**src/rtl/aluacc_pkg.sv**
```systemverilog
package aluacc_pkg;

   typedef enum logic [3:0] {
      OP_ADD   = 4'd0,
      OP_ADDC  = 4'd1,
      OP_SUBB  = 4'd2,
      OP_DADJ  = 4'd3,
      OP_ROTL  = 4'd4,
      OP_ROTLC = 4'd5,
      OP_ROTR  = 4'd6,
      OP_ROTRC = 4'd7,
      OP_SWAP  = 4'd8,
      OP_INC   = 4'd9,
      OP_DEC   = 4'd10,
      OP_MUL   = 4'd11,
      OP_DIV   = 4'd12,
      OP_RSV13 = 4'd13,
      OP_RSV14 = 4'd14,
      OP_RSV15 = 4'd15
   } alu_op_e;

   typedef struct packed {
      logic cy;
      logic ac;
      logic ov;
   } alu_flags_t;

endpackage

```
**src/rtl/aluacc_addsub.sv**
```systemverilog
// Shared adder for add, add-with-carry and subtract-with-borrow.
// Subtraction is done as A + ~B + ~cin, so carries invert into borrows.
module aluacc_addsub #(
   parameter int W = 8
) (
   input  logic [W-1:0] a,
   input  logic [W-1:0] b,
   input  logic         cin,
   input  logic         sub,
   output logic [W-1:0] sum,
   output logic         cy,
   output logic         ac,
   output logic         ov
);
   localparam int NIB = 4;

   logic [W-1:0] b_x;
   logic         c_x;
   logic [NIB:0] lo_sum;
   logic [W:0]   full_sum;

   assign b_x      = sub ? ~b : b;
   assign c_x      = sub ? ~cin : cin;
   assign lo_sum   = {1'b0, a[NIB-1:0]} + {1'b0, b_x[NIB-1:0]} + {{NIB{1'b0}}, c_x};
   assign full_sum = {1'b0, a} + {1'b0, b_x} + {{W{1'b0}}, c_x};

   assign sum = full_sum[W-1:0];
   assign cy  = full_sum[W] ^ sub;
   assign ac  = lo_sum[NIB] ^ sub;
   assign ov  = (a[W-1] == b_x[W-1]) && (full_sum[W-1] != a[W-1]);
endmodule

```
**src/rtl/aluacc_decadj.sv**
```systemverilog
// Two-step packed-BCD correction for a byte accumulator.
module aluacc_decadj (
   input  logic [7:0] a,
   input  logic       cy,
   input  logic       ac,
   output logic [7:0] res,
   output logic       cy_o
);
   localparam logic [8:0] LO_FIX = 9'h006;
   localparam logic [8:0] HI_FIX = 9'h060;
   localparam logic [3:0] DIG_MAX = 4'd9;

   logic       lo_need;
   logic       hi_need;
   logic       c_mid;
   logic [8:0] step1;
   logic [8:0] step2;

   assign lo_need = (a[3:0] > DIG_MAX) || ac;
   assign step1   = {1'b0, a} + (lo_need ? LO_FIX : 9'h000);
   assign c_mid   = cy | step1[8];
   assign hi_need = (step1[7:4] > DIG_MAX) || c_mid;
   assign step2   = {1'b0, step1[7:0]} + (hi_need ? HI_FIX : 9'h000);

   assign res  = step2[7:0];
   assign cy_o = hi_need;
endmodule

```
**src/rtl/aluacc_bitops.sv**
```systemverilog
// Rotates, half exchange, increment and decrement of the accumulator.
module aluacc_bitops #(
   parameter int W = 8
) (
   input  logic [W-1:0] a,
   input  logic         cy,
   output logic [W-1:0] rol,
   output logic [W-1:0] rolc,
   output logic         rolc_cy,
   output logic [W-1:0] ror,
   output logic [W-1:0] rorc,
   output logic         rorc_cy,
   output logic [W-1:0] swp,
   output logic [W-1:0] inc,
   output logic [W-1:0] dec
);
   localparam int HALF = W / 2;
   localparam logic [W-1:0] ONE = {{(W-1){1'b0}}, 1'b1};

   assign rol     = {a[W-2:0], a[W-1]};
   assign rolc    = {a[W-2:0], cy};
   assign rolc_cy = a[W-1];
   assign ror     = {a[0], a[W-1:1]};
   assign rorc    = {cy, a[W-1:1]};
   assign rorc_cy = a[0];
   assign swp     = {a[HALF-1:0], a[W-1:HALF]};
   assign inc     = a + ONE;
   assign dec     = a - ONE;
endmodule

```
**src/rtl/aluacc_muldiv.sv**
```systemverilog
// Unsigned multiply and an unrolled restoring divider, one stage per bit.
module aluacc_muldiv #(
   parameter int W = 8
) (
   input  logic [W-1:0] a,
   input  logic [W-1:0] b,
   output logic [W-1:0] prod_lo,
   output logic [W-1:0] prod_hi,
   output logic         mul_big,
   output logic [W-1:0] quo,
   output logic [W-1:0] rem,
   output logic         div_zero
);
   localparam int PW = 2 * W;

   logic [PW-1:0] prod;
   logic [W-1:0]  part [0:W];

   assign prod     = {{W{1'b0}}, a} * {{W{1'b0}}, b};
   assign prod_lo  = prod[W-1:0];
   assign prod_hi  = prod[PW-1:W];
   assign mul_big  = |prod_hi;
   assign div_zero = (b == '0);

   assign part[0] = '0;

   for (genvar gi = 0; gi < W; gi++) begin : g_div_stage
      localparam int K = W - 1 - gi;
      logic [W:0] trial;
      logic [W:0] diff;
      logic       fits;
      assign trial       = {part[gi], a[K]};
      assign diff        = trial - {1'b0, b};
      assign fits        = (trial >= {1'b0, b});
      assign quo[K]      = fits;
      assign part[gi+1]  = fits ? diff[W-1:0] : trial[W-1:0];
   end

   assign rem = part[W];
endmodule

```
**src/rtl/aluacc_core.sv**
```systemverilog
module aluacc_core #(
   parameter int DATA_W    = 8,
   parameter bit DADJ_EN   = 1'b1,
   parameter bit MULDIV_EN = 1'b1
) (
   input  logic              clk,
   input  logic              rst_n,
   input  logic              in_valid,
   input  logic [3:0]        op_sel,
   input  logic [DATA_W-1:0] acc_in,
   input  logic [DATA_W-1:0] opnd_in,
   input  logic [DATA_W-1:0] b_in,
   input  logic              cy_in,
   input  logic              ac_in,
   input  logic              ov_in,
   output logic              out_valid,
   output logic [DATA_W-1:0] acc_out,
   output logic [DATA_W-1:0] b_out,
   output logic              cy_out,
   output logic              ac_out,
   output logic              ov_out
);
   import aluacc_pkg::*;

   if (DATA_W < 8 || (DATA_W % 2) != 0) begin : g_bad_width
      $error("aluacc_core: DATA_W must be even and at least 8");
   end
   if (DADJ_EN && DATA_W != 8) begin : g_bad_dadj
      $error("aluacc_core: decimal adjust needs DATA_W of 8");
   end

   alu_op_e op;
   assign op = alu_op_e'(op_sel);

   // adder / subtractor
   logic [DATA_W-1:0] as_sum;
   logic              as_cy, as_ac, as_ov, as_cin, as_sub;

   assign as_sub = (op == OP_SUBB);
   assign as_cin = (op == OP_ADD) ? 1'b0 : cy_in;

   aluacc_addsub #(.W(DATA_W)) u_addsub (
      .a   (acc_in),
      .b   (opnd_in),
      .cin (as_cin),
      .sub (as_sub),
      .sum (as_sum),
      .cy  (as_cy),
      .ac  (as_ac),
      .ov  (as_ov)
   );

   // decimal adjust
   logic [DATA_W-1:0] da_res;
   logic              da_cy;

   if (DADJ_EN) begin : g_dadj
      aluacc_decadj u_decadj (
         .a    (acc_in[7:0]),
         .cy   (cy_in),
         .ac   (ac_in),
         .res  (da_res),
         .cy_o (da_cy)
      );
   end else begin : g_no_dadj
      assign da_res = acc_in;
      assign da_cy  = cy_in;
   end

   // bit operations
   logic [DATA_W-1:0] bo_rol, bo_rolc, bo_ror, bo_rorc, bo_swp, bo_inc, bo_dec;
   logic              bo_rolc_cy, bo_rorc_cy;

   aluacc_bitops #(.W(DATA_W)) u_bitops (
      .a       (acc_in),
      .cy      (cy_in),
      .rol     (bo_rol),
      .rolc    (bo_rolc),
      .rolc_cy (bo_rolc_cy),
      .ror     (bo_ror),
      .rorc    (bo_rorc),
      .rorc_cy (bo_rorc_cy),
      .swp     (bo_swp),
      .inc     (bo_inc),
      .dec     (bo_dec)
   );

   // multiply / divide
   logic [DATA_W-1:0] md_lo, md_hi, md_quo, md_rem;
   logic              md_big, md_zero;

   if (MULDIV_EN) begin : g_muldiv
      aluacc_muldiv #(.W(DATA_W)) u_muldiv (
         .a        (acc_in),
         .b        (b_in),
         .prod_lo  (md_lo),
         .prod_hi  (md_hi),
         .mul_big  (md_big),
         .quo      (md_quo),
         .rem      (md_rem),
         .div_zero (md_zero)
      );
   end else begin : g_no_muldiv
      assign md_lo   = acc_in;
      assign md_hi   = b_in;
      assign md_big  = ov_in;
      assign md_quo  = acc_in;
      assign md_rem  = b_in;
      assign md_zero = 1'b0;
   end

   // result select
   logic [DATA_W-1:0] nx_acc, nx_b;
   alu_flags_t        nx_fl;

   always_comb begin
      nx_acc = acc_in;
      nx_b   = b_in;
      nx_fl  = '{cy: cy_in, ac: ac_in, ov: ov_in};
      case (op)
         OP_ADD, OP_ADDC, OP_SUBB: begin
            nx_acc = as_sum;
            nx_fl  = '{cy: as_cy, ac: as_ac, ov: as_ov};
         end
         OP_DADJ: begin
            nx_acc   = da_res;
            nx_fl.cy = da_cy;
         end
         OP_ROTL:  nx_acc = bo_rol;
         OP_ROTLC: begin
            nx_acc   = bo_rolc;
            nx_fl.cy = bo_rolc_cy;
         end
         OP_ROTR:  nx_acc = bo_ror;
         OP_ROTRC: begin
            nx_acc   = bo_rorc;
            nx_fl.cy = bo_rorc_cy;
         end
         OP_SWAP:  nx_acc = bo_swp;
         OP_INC:   nx_acc = bo_inc;
         OP_DEC:   nx_acc = bo_dec;
         OP_MUL: begin
            if (MULDIV_EN) begin
               nx_acc   = md_lo;
               nx_b     = md_hi;
               nx_fl.cy = 1'b0;
               nx_fl.ov = md_big;
            end
         end
         OP_DIV: begin
            if (MULDIV_EN) begin
               nx_fl.cy = 1'b0;
               if (md_zero) begin
                  nx_fl.ov = 1'b1;
               end else begin
                  nx_acc   = md_quo;
                  nx_b     = md_rem;
                  nx_fl.ov = 1'b0;
               end
            end
         end
         default: ;
      endcase
   end

   // output registers
   always_ff @(posedge clk or negedge rst_n) begin
      if (!rst_n) begin
         out_valid <= 1'b0;
         acc_out   <= '0;
         b_out     <= '0;
         cy_out    <= 1'b0;
         ac_out    <= 1'b0;
         ov_out    <= 1'b0;
      end else begin
         out_valid <= in_valid;
         if (in_valid) begin
            acc_out <= nx_acc;
            b_out   <= nx_b;
            cy_out  <= nx_fl.cy;
            ac_out  <= nx_fl.ac;
            ov_out  <= nx_fl.ov;
         end
      end
   end
endmodule

```
**config.mk**
```make
export PLATFORM = sky130hd
export DESIGN_NAME = aluacc_core
export DESIGN_NICKNAME = d
export VERILOG_FILES = /design/src/rtl/aluacc_pkg.sv /design/src/rtl/aluacc_addsub.sv /design/src/rtl/aluacc_decadj.sv /design/src/rtl/aluacc_bitops.sv /design/src/rtl/aluacc_muldiv.sv /design/src/rtl/aluacc_core.sv
export SDC_FILE = /design/constraint.sdc
export NUM_CORES = 1
export LEC_CHECK = 0
export ABC_AREA = 1
export BUFFER_PORTS_ARGS = -buffer_cell sky130_fd_sc_hd__buf_2
export CAP_MARGIN = 20
export CORE_UTILIZATION = 35
export DETAILED_ROUTE_END_ITERATION = 10
export GPL_ROUTABILITY_DRIVEN = 0
export PLACE_DENSITY = 0.56
export SLEW_MARGIN = 20
export SYNTH_ARGS = -nofsm -noshare
export SYNTH_HDL_FRONTEND = slang
export SYNTH_SLANG_ARGS = --single-unit
```
**constraint.sdc**
```tcl
create_clock -name clk -period 0.8 [get_ports clk]
set_clock_uncertainty 0.1 [all_clocks]
set_input_delay 0.04 -clock clk [delete_from_list [all_inputs] [get_ports clk]]
set_output_delay 0.04 -clock clk [all_outputs]
set_load 0.1 [all_outputs]
```
==> results.json <==
{
  "status": "finished with violations",
  "violated_checks": "setup timing",
  "post_synth_num_cell_types": 57,
  "synthMuxAreaShare_pct": 0,
  "syn_inst": 1229,
  "crit_arrival_ns": 11.87,
  "n_antenna_cell": 0,
  "worst_setup_hold_path_clk_slew_ns": 0.06,
  "cp.buffers_inverters": 26,
  "switching_power_mw": 25.4,
  "dieArea_mm2": 0.0236,
  "post-route-drc-count": 0,
  "start_util_pct": 35.6,
  "fin_crit_ns": 11.82,
  "place.detailed.hpwl_um": 23900,
  "global_route.usage.total_pct": 27.8,
  "cp-endpoint": "acc_out[0]",
  "crit_path_top_delay_cell": "ha_4",
  "layoutNonFillerInstCount": 2039,
  "cts_htree_levels": 1,
  "fmax_mhz": 84.6,
  "ys_ff_latch": 20,
  "r2r_start": "acc_out[6]",
  "critical-path-top-cell-by-count": "nand2_1",
  "tritoncts_num_sinks": 20,
  "cp-start-kind": "input port",
  "detail_route.iter0.violations": 584,
  "synth_fp_nets": 1429,
  "clk_path_buf_depth": 2,
  "p_total_mw": 53.0,
  "rsz0062_at_grt": "true",
  "hold_viol": 0,
  "cts_buffer_count": 3,
  "drt_wl_total_um": 33900,
  "yosysWarningCount": 0,
  "globalRoute.totalOverflow": 0,
  "cts_tree": "built",
  "timing.critical_path.required_ns": 0.85,
  "main_combinational_cell_family_by_area_after_synthesis": "adder cells",
  "finalMaxSlewViolations": 0,
  "num-nets-final": 1955,
  "cap_violations": 0,
  "proportion_of_power_drawn_by_flip_flops_and_latches_pct": 2.9,
  "critical_path.reg2reg.endpoint": "acc_out[6]",
  "pwr-share-comb_pct": 94.4,
  "p_leak_nw": 7.66,
  "crit_path_start": "acc_in[7]",
  "top_level_ports": 54,
  "dr.pass1.iters": 5,
  "max-vdd-ir-drop_mv": 3.94,
  "final_util_pct": 64.1,
  "pre_cts_ws_ns": -11.31,
  "core_region_area_mm2": 0.0226,
  "syn2layout_area_growth_pct": 80.1,
  "grt_start_max_net_pins": 21,
  "worstRegToRegCells": 3,
  "grt.met3_usage_pct": 2.96,
  "worst-setup-path-type": "input port to register",
  "port-buffer-count": 53,
  "finalSetupTns_ns": -147.47,
  "synth_xor_area_share_pct": 5.77,
  "synth_async_sr_flop_share_pct": 100,
  "swShare_pct": 47.9,
  "detail-route-antenna-nets": 0,
  "timing.hold.worst.start": "in_valid",
  "worst-path-stages": 106,
  "placement_rows": 55,
  "mapped_area_mm2": 0.00804,
  "drt-vias-per-instance": 5.03,
  "worst_slew_margin_rel_pct": 55.7,
  "global_route.usage.met2_pct": 50.5,
  "synth_enable_flop_cells": 0,
  "synthesis.area_per_instance_um2": 6.54,
  "seq_area_frac_synth_pct": 6.23,
  "placedCellCount": 1884,
  "holdCritPathClass": "input port to register",
  "finalSetupViolCount": 39,
  "critical_path.max_stage_delay_ns": 0.27,
  "wire_per_inst_um": 16.6,
  "period_share_pct": 1480,
  "fraction_of_layout_cells_with_a_size_suffix_above_1_pct": 51.7,
  "r2r_setup_slack_ns": -0.14,
  "timing.critical_path.fanout_max": 7,
  "clock_power_share_pct": 2.7,
  "buffer_type_at_the_clock_tree_root": "clkbuf_16",
  "number_of_antenna_violations_at_the_first_check_in_global_routing": 0,
  "end_kind": "register",
  "via_count": 10300,
  "yosys.area_share.adder_pct": 30.3,
  "postSynth.topFlopCell": "dfrtp_1",
  "p_int_mw": 27.6,
  "tightestPinTransition_ns": 0.648,
  "fin_ws_ns": -11.02,
  "fp.dieH_um": 154,
  "power_per_cell_area_mw_per_mm2": 3660,
  "synthesized_area_fraction_occupied_by_and_or_nand_nor_cells_pct": 28.6,
  "routing_usage_on_met1_pct": 33.2,
  "critPathTopFamily": "simple AND/OR/NAND/NOR gates",
  "grt_pass1_wl_um": 52200,
  "die_w_um": 154,
  "synth-compound-area-share_pct": 14.6,
  "first_global_vias": 10400,
  "grt_busiest_layer": "met2",
  "clkLatencyLatePin_ns": 0.26
}
flip-flops by register name, indices dropped and copies added (netlist names):
register / flops
ov_out: 1
ac_out: 1
cy_out: 1
acc_out: 8
out_valid: 1
b_out: 8
area by class of cell:
| class | instances | area (um2) |
|---|---|---|
| fillers | 1849 | 8090 |
| flip-flops and latches | 20 | 526 |
| well taps | 285 | 357 |
| inverters | 268 | 1080 |
| multi-input cells | 917 | 7910 |
| clock buffers | 3 | 75.1 |
| clock inverters | 1 | 30.0 |
| repair buffers | 545 | 4500 |
cells in the mapped netlist (all sizes together) (3+ instances only):
| cell type | n | area [um2] |
|---|---|---|
| nand3b | 6 | 45.0 |
| a2111oi | 4 | 35.0 |
| nor3 | 16 | 80.1 |
| o21ai | 70 | 350 |
| ha | 118 | 1480 |
| nand2 | 286 | 1150 |
| nor4 | 4 | 25.0 |
| nand4 | 13 | 81.3 |
| clkinv | 4 | 16.3 |
| a21oi | 71 | 393 |
| o22ai | 5 | 31.3 |
| nor2 | 113 | 502 |
| o31ai | 3 | 22.5 |
| o21bai | 4 | 30.0 |
| fa | 48 | 961 |
| xor2 | 35 | 307 |
| xnor2 | 18 | 158 |
| clkbuf | 13 | 48.8 |
| o21a | 5 | 37.5 |
| inv | 264 | 996 |
| buf | 13 | 104 |
| o211ai | 6 | 45.0 |
| nand3 | 59 | 385 |
| dfrtp | 20 | 500 |
| o221ai | 9 | 78.8 |
| o2111ai | 3 | 26.3 |
timing repair:
action / CTS / global route
hold buffers: 1 / 0
gates resized for setup: 181 / 144
buffers inserted: 123 / 44
pin swaps: 126 / 122
endpoints found under the hold margin: 20 / 0
cloned: 2 / 0
setup endpoints to repair: 39 / 59
how the worst min path moves through the flow:
stage                      endpoint  slack [ns]  cells after the start
after floorplan              ac_out       -0.36                      0
after global placement    out_valid       -0.08                      1
after detailed placement   b_out[4]       -0.08                      1
after CTS                    ac_out        0.02                      3
after global routing      out_valid        0.07                      2
final                     out_valid        0.05                      2
routing by layer:
layer  wire [um]  up-vias
met4        1750        0
met2       16800      349
met5           0        -
li1            -     4970
met1       13500     4833
met3        1800      114
cells in the final DEF (no fill, tap or decap), types with 12 or more instances in the layout:
| cell | count |
|---|---|
| o21ai_0 | 38 |
| buf_12 | 27 |
| inv_1 | 205 |
| ha_4 | 38 |
| inv_2 | 47 |
| nand2_1 | 203 |
| nand2_2 | 67 |
| nor2_2 | 18 |
| nand2_4 | 14 |
| buf_4 | 464 |
| fa_1 | 43 |
| buf_6 | 25 |
| nand4_1 | 13 |
| nor2_1 | 81 |
| o21ai_1 | 15 |
| nor2_4 | 12 |
| xnor2_1 | 17 |
| dfrtp_2 | 20 |
| nand3_2 | 18 |
| a21oi_2 | 25 |
| a21oi_1 | 35 |
| xor2_1 | 29 |
| nand3_1 | 32 |
| ha_1 | 77 |
| buf_2 | 22 |
stage by stage:
| stage | hold WS (ns) | cell area [um2] |
|---|---|---|
| 6_report | 0.0514 | 14500 |
| 5_1_grt | 0.0676 | 14500 |
| 4_1_cts | 0.0232 | 13700 |
| 3_5_place_dp | -0.0755 | 11800 |
| 3_3_place_gp | -0.0845 | 11800 |
| 2_1_floorplan | -0.356 | 8570 |
cells by family after synthesis:
kind of cell    after synthesis
compound gates              195
xor+xnor                     53
fa+ha+maj                   166
buf+inv                     294
flops                        20
simple gates                501
power by group through the flow:
| stage | combinational, mW | sequential [mW] | clock, mW |
|---|---|---|---|
| 6_report | 50.1 | 1.52 | 1.42 |
| 4_1_cts | 46.3 | 1.52 | 1.42 |
| 3_3_place_gp | 37.3 | 1.53 | 0 |
| 5_1_grt | 53.6 | 1.53 | 1.46 |
| 2_1_floorplan | 20.2 | 2.77 | 0 |
| 3_5_place_dp | 37.8 | 1.54 | 0 |
(Power assumes the default switching activity.)
